==> config.mk <==
export PLATFORM = sky130hd
export DESIGN_NAME = bankmap_ctrl
export DESIGN_NICKNAME = d
export VERILOG_FILES = /design/src/rtl/bankmap_pkg.sv /design/src/rtl/bankmap_regs.sv /design/src/rtl/bankmap_prg_xlate.sv /design/src/rtl/bankmap_chr_xlate.sv /design/src/rtl/bankmap_ctrl.sv
export SDC_FILE = /design/constraint.sdc
export NUM_CORES = 1
export LEC_CHECK = 0
export BUFFER_PORTS_ARGS = -buffer_cell sky130_fd_sc_hd__buf_2
export CAP_MARGIN = 5
export CORE_MARGIN = 3
export CORE_UTILIZATION = 35
export CTS_CLUSTER_DIAMETER = 100
export DETAILED_ROUTE_END_ITERATION = 10
export GPL_ROUTABILITY_DRIVEN = 0
export SYNTH_ARGS = -nofsm -noshare
export SYNTH_HDL_FRONTEND = slang
export SYNTH_HIERARCHICAL = 1
export SYNTH_SLANG_ARGS = --single-unit
==> constraint.sdc <==
create_clock -name clk -period 5.21 [get_ports clk]
set_clock_uncertainty 0.2 [all_clocks]
set_input_delay 1.3025 -clock clk [delete_from_list [all_inputs] [get_ports clk]]
set_output_delay 1.3025 -clock clk [all_outputs]
set_load 0.01 [all_outputs]
==> src/rtl/bankmap_pkg.sv <==
package bankmap_pkg;

  localparam int unsigned NUM_BANK_REGS = 8;
  localparam int unsigned TGT_W = $clog2(NUM_BANK_REGS);

  typedef enum logic [1:0] {
    SLOT_SELECT,
    SLOT_DATA,
    SLOT_MIRROR,
    SLOT_NONE
  } reg_slot_e;

  // Decode of the write location: bit 15, bits 14:13 and bit 0 take part.
  function automatic reg_slot_e decode_slot(logic top, logic [1:0] mid, logic lsb);
    if (!top) return SLOT_NONE;
    case ({mid, lsb})
      3'b000:  return SLOT_SELECT;
      3'b001:  return SLOT_DATA;
      3'b010:  return SLOT_MIRROR;
      default: return SLOT_NONE;
    endcase
  endfunction

  // Program window 0..3 (0x8000, 0xA000, 0xC000, 0xE000) to a physical bank.
  function automatic int unsigned prg_window_bank(logic [1:0] win, logic swap,
                                                  logic [7:0] r6, logic [7:0] r7,
                                                  int unsigned n);
    int unsigned lo;
    int unsigned hi;
    lo = 32'(r6) % n;
    hi = 32'(r7) % n;
    case (win)
      2'd0:    return swap ? (n - 2) : lo;
      2'd1:    return hi;
      2'd2:    return swap ? lo : (n - 2);
      default: return n - 1;
    endcase
  endfunction

  // Pattern window 0..7 to a physical bank; inversion swaps the two halves.
  function automatic int unsigned chr_window_bank(logic [2:0] win, logic inv,
                                                  logic [NUM_BANK_REGS-1:0][7:0] regs,
                                                  int unsigned n);
    logic [2:0] w;
    logic [7:0] v;
    w = win ^ {inv, 2'b00};
    if (!w[2]) v = {regs[{2'b00, w[1]}][7:1], w[0]};
    else       v = regs[3'd2 + {1'b0, w[1:0]}];
    return 32'(v) % n;
  endfunction

endpackage

==> src/rtl/bankmap_regs.sv <==
module bankmap_regs
  import bankmap_pkg::*;
(
  input  logic                            clk,
  input  logic                            rst_n,
  input  logic                            addr_top,
  input  logic [1:0]                      addr_mid,
  input  logic                            addr_lsb,
  input  logic [7:0]                      cpu_data,
  input  logic                            cpu_wr,
  input  logic                            four_screen,
  output logic [TGT_W-1:0]                tgt_q,
  output logic                            prg_swap_q,
  output logic                            chr_inv_q,
  output logic [NUM_BANK_REGS-1:0][7:0]   bank_q,
  output logic                            mirror_h_q
);

  reg_slot_e slot;
  logic      wr_select;
  logic      wr_data;
  logic      wr_mirror;

  assign slot      = decode_slot(addr_top, addr_mid, addr_lsb);
  assign wr_select = cpu_wr && (slot == SLOT_SELECT);
  assign wr_data   = cpu_wr && (slot == SLOT_DATA);
  assign wr_mirror = cpu_wr && (slot == SLOT_MIRROR) && !four_screen;

  always_ff @(posedge clk or negedge rst_n) begin
    if (!rst_n) begin
      tgt_q      <= '0;
      prg_swap_q <= 1'b0;
      chr_inv_q  <= 1'b0;
      bank_q     <= '0;
      mirror_h_q <= 1'b0;
    end else begin
      if (wr_select) begin
        tgt_q      <= cpu_data[TGT_W-1:0];
        prg_swap_q <= cpu_data[6];
        chr_inv_q  <= cpu_data[7];
      end
      if (wr_data)   bank_q[tgt_q] <= cpu_data;
      if (wr_mirror) mirror_h_q    <= cpu_data[0];
    end
  end

  p_data_store_r3: assert property (@(posedge clk) disable iff (!rst_n)
    (cpu_wr && addr_top && addr_mid == 2'b00 && addr_lsb)
      |=> bank_q[$past(tgt_q)] == $past(cpu_data));

  p_mirror_set_r9: assert property (@(posedge clk) disable iff (!rst_n)
    (cpu_wr && addr_top && addr_mid == 2'b01 && !addr_lsb && !four_screen)
      |=> mirror_h_q == $past(cpu_data[0]));

  p_mirror_strap_r9: assert property (@(posedge clk) disable iff (!rst_n)
    (cpu_wr && four_screen) |=> $stable(mirror_h_q));

  p_lower_half_r12: assert property (@(posedge clk) disable iff (!rst_n)
    (cpu_wr && !addr_top)
      |=> ($stable(bank_q) && $stable(tgt_q) && $stable(prg_swap_q)
           && $stable(chr_inv_q) && $stable(mirror_h_q)));

endmodule

==> src/rtl/bankmap_prg_xlate.sv <==
module bankmap_prg_xlate
  import bankmap_pkg::*;
#(
  parameter int unsigned PRG_BANKS = 24,
  localparam int unsigned PW = $clog2(PRG_BANKS)
) (
  input  logic          clk,
  input  logic          rst_n,
  input  logic [1:0]    win,
  input  logic          swap,
  input  logic [7:0]    r6,
  input  logic [7:0]    r7,
  output logic [PW-1:0] bank
);

  assign bank = PW'(prg_window_bank(win, swap, r6, r7, PRG_BANKS));

  p_last_fixed_r6: assert property (@(posedge clk) disable iff (!rst_n)
    (win == 2'd3) |-> bank == PW'(PRG_BANKS - 1));

  p_swap_low_r5: assert property (@(posedge clk) disable iff (!rst_n)
    (swap && win == 2'd0) |-> bank == PW'(PRG_BANKS - 2));

  p_prg_range_r10: assert property (@(posedge clk) disable iff (!rst_n)
    32'(bank) < PRG_BANKS);

endmodule

==> src/rtl/bankmap_chr_xlate.sv <==
module bankmap_chr_xlate
  import bankmap_pkg::*;
#(
  parameter int unsigned CHR_BANKS = 200,
  localparam int unsigned CW = $clog2(CHR_BANKS)
) (
  input  logic                          clk,
  input  logic                          rst_n,
  input  logic [2:0]                    win,
  input  logic                          inv,
  input  logic [NUM_BANK_REGS-1:0][7:0] regs,
  output logic [CW-1:0]                 bank
);

  assign bank = CW'(chr_window_bank(win, inv, regs, CHR_BANKS));

  p_chr_range_r10: assert property (@(posedge clk) disable iff (!rst_n)
    32'(bank) < CHR_BANKS);

endmodule

==> src/rtl/bankmap_ctrl.sv <==
module bankmap_ctrl
  import bankmap_pkg::*;
#(
  parameter int unsigned PRG_BANKS = 24,
  parameter int unsigned CHR_BANKS = 200
) (
  input  logic                         clk,
  input  logic                         rst_n,
  input  logic [15:0]                  cpu_addr,
  input  logic [7:0]                   cpu_data,
  input  logic                         cpu_wr,
  input  logic [13:0]                  ppu_addr,
  input  logic                         four_screen,
  output logic [$clog2(PRG_BANKS)-1:0] prg_bank,
  output logic [$clog2(CHR_BANKS)-1:0] chr_bank,
  output logic                         mirror_horiz,
  output logic                         prg_ram_sel,
  output logic                         exram_sel
);

  logic [TGT_W-1:0]              tgt_q;
  logic                          prg_swap_q;
  logic                          chr_inv_q;
  logic [NUM_BANK_REGS-1:0][7:0] bank_q;
  logic                          unused_addr_bits;

  assign unused_addr_bits = ^{cpu_addr[12:1], ppu_addr[9:0]};

  bankmap_regs u_regs (
    .clk        (clk),
    .rst_n      (rst_n),
    .addr_top   (cpu_addr[15]),
    .addr_mid   (cpu_addr[14:13]),
    .addr_lsb   (cpu_addr[0]),
    .cpu_data   (cpu_data),
    .cpu_wr     (cpu_wr),
    .four_screen(four_screen),
    .tgt_q      (tgt_q),
    .prg_swap_q (prg_swap_q),
    .chr_inv_q  (chr_inv_q),
    .bank_q     (bank_q),
    .mirror_h_q (mirror_horiz)
  );

  bankmap_prg_xlate #(.PRG_BANKS(PRG_BANKS)) u_prg (
    .clk  (clk),
    .rst_n(rst_n),
    .win  (cpu_addr[14:13]),
    .swap (prg_swap_q),
    .r6   (bank_q[6]),
    .r7   (bank_q[7]),
    .bank (prg_bank)
  );

  bankmap_chr_xlate #(.CHR_BANKS(CHR_BANKS)) u_chr (
    .clk  (clk),
    .rst_n(rst_n),
    .win  (ppu_addr[12:10]),
    .inv  (chr_inv_q),
    .regs (bank_q),
    .bank (chr_bank)
  );

  assign prg_ram_sel = (cpu_addr[15:13] == 3'b011);
  assign exram_sel   = four_screen && ppu_addr[13] && (ppu_addr[12:8] != 5'h1F);

  p_exram_strap_r11: assert property (@(posedge clk) disable iff (!rst_n)
    exram_sel |-> four_screen);

  p_ram_not_rom_r11: assert property (@(posedge clk) disable iff (!rst_n)
    prg_ram_sel |-> !cpu_addr[15]);

endmodule

# After elaboration in Yosys (flattened, before gate mapping)
# Index checks and enable logic that the tools add are counted.
# word_totals
in_bits	42
reg_bits	70
# op_classes
n_bitwise	1
order_cmp	4
reduce_logical	11
eq_ne	8
muxes	13
n_addsub	1
n_div	3
# op_table
op	n
64-bit bitwise mux	1
8-bit by 5-bit remainder unit with 32-bit output, second input constant	2
8-bit 2-to-1 mux	5
8-bit by 8-bit remainder unit with 32-bit output, second input constant	1
8-bit binary-select mux with 3-bit select	1
8-bit demux with 3-bit select	1
5-bit one-hot mux with 3 select lines	1
5-bit 2-to-1 mux	2
3-bit by 4-bit less-than comparator with 1-bit output, second input constant	2
1-bit logical AND	7
3-bit by 2-bit equality test with 1-bit output, second input constant	2
2-bit one-hot mux with 3 select lines	1
5-bit inequality test, second input constant	1
2-bit by 1-bit equality test with 1-bit output, second input constant	2
2-bit equality test, second input constant	2
2-bit logical NOT	2
1-bit by 4-bit less-than comparator with 1-bit output, second input constant	1
2-bit by 2-bit adder with 3-bit output, first input constant	1
3-bit by 1-bit equality test with 1-bit output, second input constant	1
3-bit by 1-bit >= comparator with 1-bit output, second input constant	1
3-bit logical NOT	1
3-bit bitwise XOR	1
2-bit 2-to-1 mux	1
1-bit logical NOT	1

# Depth between registers and ports, before layout
# Gate-level depths: netlist (run 1).
# depth
word_depth	6
mapped_depth	7
ltp_nobuf	6

# Cells and area by module
# Netlist (run 1), hierarchy kept.
# by_module_without_submodules
module	n_inst	area_per_inst_um2	cells_each
bankmap_regs	1	2820.2	163
bankmap_chr_xlate	1	489.2	51
bankmap_prg_xlate	1	467.9	70
bankmap_ctrl	1	23.8	5

# Worst setup path after synthesis (run 1)
# OpenSTA, ideal clock, no wires.
# synth_timing
path_kind	input port to output port
startpoint	input ppu_addr[10]
endpoint	output chr_bank[3]
setup_slack_ps	1139
arrival_time_ps	2569
stages	4
required_time_ps	3708
n_path_buf	1
path_cell_list	buf_6 > mux4_2 > a32o_1 > a211o_1
# synth_via
elab_chain_len	6
# synth_lines
item	line	rtl
start: declaration	bankmap_ctrl.sv:12	input logic [13:0] ppu_addr,
3-bit bitwise XOR (*)	bankmap_pkg.sv:46	w = win ^ {inv, 2'b00};
2-bit by 2-bit adder with 3-bit output	bankmap_pkg.sv:48	else v = regs[3'd2 + {1'b0, w[1:0]}];
8-bit binary-select mux with 3-bit select	bankmap_pkg.sv:48	
8-bit 2-to-1 mux (not written as such)	bankmap_pkg.sv:48	
8-bit 2-to-1 mux (*)	bankmap_pkg.sv:47	if (!w[2]) v = {regs[{2'b00, w[1]}][7:1], w[0]};
8-bit by 8-bit remainder unit with 32-bit output (*)	bankmap_pkg.sv:49	return 32'(v) % n;
end: declaration	bankmap_ctrl.sv:15	output logic [$clog2(CHR_BANKS)-1:0] chr_bank,
# Every way passes the cells marked *; elsewhere a longest branch is shown, timed or not. The select of a mux whose other input is x is not followed.

# Worst setup path after layout (run 1)
# Ends and elaborated chain as after synthesis.

==> impl_metrics.json, run 1 <==
{
  "coreArea_sq_um": 10300,
  "cts_sinks": 68,
  "num_rows": 37,
  "die_h_um": 109,
  "cts_tree": "built",
  "p_sw_uw": 378,
  "crit_fanout": 10,
  "relSlewSlack": 0.396,
  "post-route-min-period_ps": 4450,
  "fin_ws_ps": 757,
  "layout.cells.non_filler": 463,
  "post-dp-hpwl_mm": 5.54,
  "fin_worst_hold_slack_ps": 304,
  "vdd_drop_max_uv": 135,
  "power.internal_uw": 999,
  "placed_cell_area_sq_um": 4000,
  "num_antenna_cells": 0,
  "wl_mm": 7.88,
  "fin_util": 0.408,
  "cp_cell_sequence": "buf_2, mux4_2, a32o_1, a211o_1, buf_2",
  "die_area_sq_um": 11900,
  "dp.cells": 448,
  "layout_commonest_cell": "dfrtp_1",
  "final-setup-viol-count": 0,
  "multi_input_area_sq_um": 1900,
  "seqCellArea_sq_um": 1700,
  "port_buffers": 37,
  "antenna_found_initial": 0,
  "ys_warn_count": 6,
  "grt_max_degree": 40,
  "vias": 2455,
  "fillers": 994,
  "endpoint_kind": "output pin",
  "die_x_um": 109,
  "slowest_stage": "mux4_2",
  "rsz0062_at_grt": "no",
  "numCtsBuffers": 9,
  "syn_inst": 285,
  "p_per_area_nw_per_um2": 327,
  "p_total_mw": 1.38,
  "drt_iter0_markers": 108,
  "drc": 0,
  "finalSetupTns_ps": 0,
  "synth_area_sq_um": 3720,
  "power.share.combinational": 0.199,
  "initial_core_util": 0.360,
  "first_pass_iters": 4,
  "seqPwrFrac": 0.466,
  "grtUsageTotal": 0.144,
  "clk_pin_slew_worst_paths_ps": 70,
  "drtAntennaViolNets": 0,
  "synth_area_per_cell_sq_um": 13.1,
  "clkPwrFrac": 0.335,
  "cts_root_buffer": "clkbuf_8",
  "grt.overflow.total": 0,
  "ctsResizeCount": 0,
  "post_cts_buffers": 0,
  "crit_arrival_ps": 2950,
  "timing.final.crit_share": 0.855,
  "path_class": "input port to output pin",
  "final_hold_viol_count": 0,
  "cp_slowest_stage_delay_ps": 580,
  "status": "finished, final reports clean",
  "pre_cts_slack_ps": 738,
  "cp_common_cell": "buf_2",
  "nNetsFinal": 367,
  "area_growth_pct": 13.1,
  "h-tree-depth": 3,
  "drive_above_1_share": 0.446,
  "cts_buffer_depth": 2,
  "design_area_sq_um": 4210,
  "via_per_inst": 5.30,
  "maxSlewViolCount": 0,
  "syn_nets": 329,
  "grt_first_pass_wirelength_mm": 13.2,
  "min_path_type": "flip-flop to flip-flop",
  "netSwitchingFraction": 0.275,
  "timing.fmax_mhz": 225,
  "avgRoutedWirePerCell_um": 17.0,
  "insertion_delay_ps": 340,
  "io_pins": 58,
  "crit_required_ps": 3710,
  "grt_pass1_vias": 2487,
  "crit_path_start_kind": "input port",
  "tightest_slew_ps": 906,
  "cap_violations": 0,
  "cellLeakagePower_nw": 2.00,
  "cts_hold_buffers": 0,
  "mostFrequentLayoutCells": "68 x dfrtp_1, 60 x mux2_2, 37 x buf_2"
}
-- per-layer routing --
| layer | up-vias | share of wire | GRT usage |
|---|---|---|---|
| met5 | - | 0 | 0 |
| met4 | 0 | 0.0076 | 0.0243 |
| met3 | 6 | 0.034 | 0.0409 |
| met2 | 50 | 0.47 | 0.225 |
| met1 | 1255 | 0.49 | 0.203 |
| li1 | 1144 | - | - |
-- final cells by class --
| type | instances | area share |
|---|---|---|
| multi-input combinational | 199 | 0.453 |
| sequential | 68 | 0.404 |
| timing repair buffer | 40 | 0.0494 |
| tap | 136 | 0.0404 |
| clock buffer | 10 | 0.0303 |
| clock inverter | 5 | 0.0184 |
| inverter | 5 | 0.00446 |
-- flip-flops by register name, indices dropped and copies added, names as in the netlist --
register,flops
u_regs/tgt_q,3
u_regs/mirror_h_q,1
u_regs/chr_inv_q,1
u_regs/bank_q,62
u_regs/prg_swap_q,1
-- worst paths after layout --
kind | start | depth (start not counted) | endpoint | slack (ps)
worst max-delay path | ppu_addr[10] | 5 | chr_bank[3] | 760
worst min-delay path | u_regs/bank_q[17]$_DFFE_PN0P_ | 1 | u_regs/bank_q[17]$_DFFE_PN0P_ | 300
worst max register to register | u_regs/tgt_q[0]$_DFFE_PN0P_ | 3 | u_regs/bank_q[27]$_DFFE_PN0P_ | 3190
worst min register to register | u_regs/bank_q[17]$_DFFE_PN0P_ | 1 | u_regs/bank_q[17]$_DFFE_PN0P_ | 300
max in group asynchronous | rst_n | 2 | u_regs/bank_q[36]$_DFFE_PN0P_ | 3000
min in group asynchronous | rst_n | 1 | u_regs/bank_q[6]$_DFFE_PN0P_ | 890
-- critical path: cells and delay by family --
family | cells | cell delay (ps)
buffers and inverters | 2 | 420
multiplexers | 1 | 580
AO/OA/AOI/OAI | 2 | 640
-- power groups by stage --
stage	Sequential, mW	Clock (mW)	Combinational (mW)
6_report	0.642	0.461	0.275
3_3_place_gp	0.648	0	0.270
2_1_floorplan	0.630	0	0.208
5_1_grt	0.654	0.497	0.305
4_1_cts	0.642	0.475	0.279
3_5_place_dp	0.652	0	0.278
Power figures use the tool's default switching activity.
==> inputs of run 2 (changes only) <==
--- a/config.mk
+++ b/config.mk
@@ -5,6 +5,7 @@
 export SDC_FILE = /design/constraint.sdc
 export NUM_CORES = 1
 export LEC_CHECK = 0
+export ABC_AREA = 1
 export BUFFER_PORTS_ARGS = -buffer_cell sky130_fd_sc_hd__buf_2
 export CAP_MARGIN = 5
 export CORE_MARGIN = 3
@@ -12,6 +13,7 @@
 export CTS_CLUSTER_DIAMETER = 100
 export DETAILED_ROUTE_END_ITERATION = 10
 export GPL_ROUTABILITY_DRIVEN = 0
+export MAX_ROUTING_LAYER = met4
 export SYNTH_ARGS = -nofsm -noshare
 export SYNTH_HDL_FRONTEND = slang
 export SYNTH_HIERARCHICAL = 1
==> run 2 against run 1 <==
  * Sequential share of layout area fell by 4.1 points
  * Synthesized cell count rose by 100%
  * Global-route usage is 3.2 points higher
  * First-iteration DRC count up 120%
  * Synthesized area rose by 12%
==> impl_metrics.json, run 2 <==
{
  "num_antenna_cells": 0,
  "crit_required_ps": 3710,
  "netSwitchingFraction": 0.330,
  "min_to": "u_regs/bank_q[17]$_DFFE_PN0P_",
  "cts_sinks": 68,
  "numCtsBuffers": 9,
  "cap_violations": 0,
  "cp_slowest_stage_delay_ps": 330,
  "relSlewSlack": 0.303,
  "cp_common_cell": "nand2_1",
  "avgRoutedWirePerCell_um": 14.3,
  "grt_first_pass_wirelength_mm": 17.9,
  "crit_buf_inv": 3,
  "synth_area_sq_um": 4150,
  "post-route-min-period_ps": 4250,
  "grt_pass1_vias": 3587,
  "drc": 0,
  "ys_warn_count": 6,
  "largest_register_ffs": 62,
  "slowest_stage": "buf_2",
  "crit_arrival_ps": 2750,
  "drt_iter0_markers": 239,
  "min_path_type": "flip-flop to flip-flop",
  "min-delay-start": "u_regs/bank_q[17]$_DFFE_PN0P_",
  "largestRegisters": "u_regs/bank_q x62, u_regs/tgt_q x3",
  "r2r-end": "u_regs/bank_q[53]$_DFFE_PN0P_",
  "fin_ws_ps": 959,
  "via_per_inst": 5.05,
  "tightest_slew_ps": 1040,
  "insertion_delay_ps": 340,
  "rsz0062_at_grt": "no",
  "fillers": 1218,
  "crit_fanout": 19,
  "pre_cts_slack_ps": 972,
  "p_per_area_nw_per_um2": 344,
  "vdd_drop_max_uv": 153,
  "crit_family": "simple AND/OR/NAND/NOR gates",
  "nNetsFinal": 640,
  "p_sw_uw": 532,
  "io_pins": 58,
  "cts_tree": "built",
  "cp_cell_sequence": "buf_2, inv_2, nand2_1, nand3_1, nand3_1, nand2_1, nor2_1, nand4_1, nand2_1, buf_2",
  "reg2reg_depth": 5,
  "endpoint_kind": "output pin",
  "syn_inst": 570,
  "r2r-start": "u_regs/tgt_q[2]$_DFFE_PN0P_",
  "crit_path_start_kind": "input port",
  "timing.fmax_mhz": 235,
  "ff2ff_setup_slack_ps": 3310,
  "mostFrequentLayoutCells": "219 x nand2_1, 96 x nand3_1, 68 x dfrtp_1",
  "maxSlewViolCount": 0,
  "post_cts_buffers": 0,
  "die_h_um": 115,
  "wl_mm": 10.7,
  "die_area_sq_um": 13200,
  "drive_above_1_share": 0.173,
  "cts_buffer_depth": 2,
  "port_buffers": 37,
  "finalSetupTns_ps": 0,
  "status": "finished, final reports clean",
  "initial_core_util": 0.360,
  "first_pass_iters": 5,
  "layout_commonest_cell": "nand2_1",
  "antenna_found_initial": 0,
  "path_class": "input port to output pin",
  "grtUsageTotal": 0.177,
  "grt_max_degree": 42,
  "seqPwrFrac": 0.402,
  "final_hold_viol_count": 0,
  "coreArea_sq_um": 11500,
  "cts_root_buffer": "clkbuf_16",
  "ctsResizeCount": 0,
  "h-tree-depth": 3,
  "synth_area_per_cell_sq_um": 7.28,
  "power.share.combinational": 0.215,
  "area_growth_pct": 12.7,
  "num_rows": 39,
  "vias": 3756,
  "clk_pin_slew_worst_paths_ps": 60,
  "clkPwrFrac": 0.383,
  "regMostFlops": "u_regs/bank_q",
  "timing.final.crit_share": 0.816,
  "final-setup-viol-count": 0,
  "cellLeakagePower_nw": 2.52,
  "grt.overflow.total": 0,
  "die_x_um": 115,
  "drtAntennaViolNets": 0,
  "syn_nets": 614,
  "power.internal_mw": 1.08,
  "crit_cells": 10,
  "cts_hold_buffers": 0,
  "hold_depth": 2,
  "post-dp-hpwl_mm": 7.37
}
-- run 2: worst max path at each step --
stage | to | from | slack, ps
2_1_floorplan | chr_bank[6] | ppu_addr[10] | 1480
3_3_place_gp | chr_bank[5] | ppu_addr[10] | 1010
3_5_place_dp | chr_bank[4] | ppu_addr[10] | 970
4_1_cts | chr_bank[4] | ppu_addr[10] | 970
5_1_grt | chr_bank[4] | ppu_addr[10] | 710
6_report | chr_bank[4] | ppu_addr[10] | 960
-- run 2: area by class of cell --
type / instances / area (sq um) / share of cell area
clock buffers: 9 / 225 / 0.0481
clock inverters: 7 / 75.1 / 0.0160
inverters: 50 / 200 / 0.0428
multi-input cells: 425 / 2080 / 0.444
flip-flops and latches: 68 / 1700 / 0.364
well taps: 143 / 179 / 0.0382
repair buffers: 42 / 223 / 0.0476
-- run 2: power by group through the flow --
| stage | registers (mW) | clock network, mW | logic [mW] |
|---|---|---|---|
| 2_1_floorplan | 0.626 | 0 | 0.279 |
| 3_3_place_gp | 0.655 | 0 | 0.337 |
| 3_5_place_dp | 0.657 | 0 | 0.348 |
| 4_1_cts | 0.649 | 0.629 | 0.349 |
| 5_1_grt | 0.658 | 0.648 | 0.392 |
| 6_report | 0.648 | 0.617 | 0.347 |
-- run 2: layer usage --
layer | global-route usage | share of wire | vias to the layer above
li1 | - | - | 1877
met1 | 0.236 | 0.47 | 1768
met2 | 0.271 | 0.46 | 94
met3 | 0.0337 | 0.053 | 17
met4 | 0.0595 | 0.018 | 0
met5 | - | 0 | -
-- run 2: per-stage QoR --
| step | area (sq um) | hold WS (ps) | total power, mW | utilization | std cells |
|---|---|---|---|---|---|
| global placement | 4380 | 251 | 0.992 | 0.380 | 728 |
| detailed placement | 4380 | 254 | 1.01 | 0.380 | 728 |
| floorplan | 4150 | 237 | 0.905 | - | 570 |
| global route | 4680 | 294 | 1.70 | 0.406 | 744 |
| CTS | 4680 | 271 | 1.63 | 0.406 | 744 |
| finish | 4680 | 269 | 1.61 | 0.406 | 744 |
-- run 2: tightest hold or removal path: cells and delay by family (launching register included) --
kind / cells / cell delay [ps]
DFF: 1 / 340
and+or+nand+nor: 2 / 90
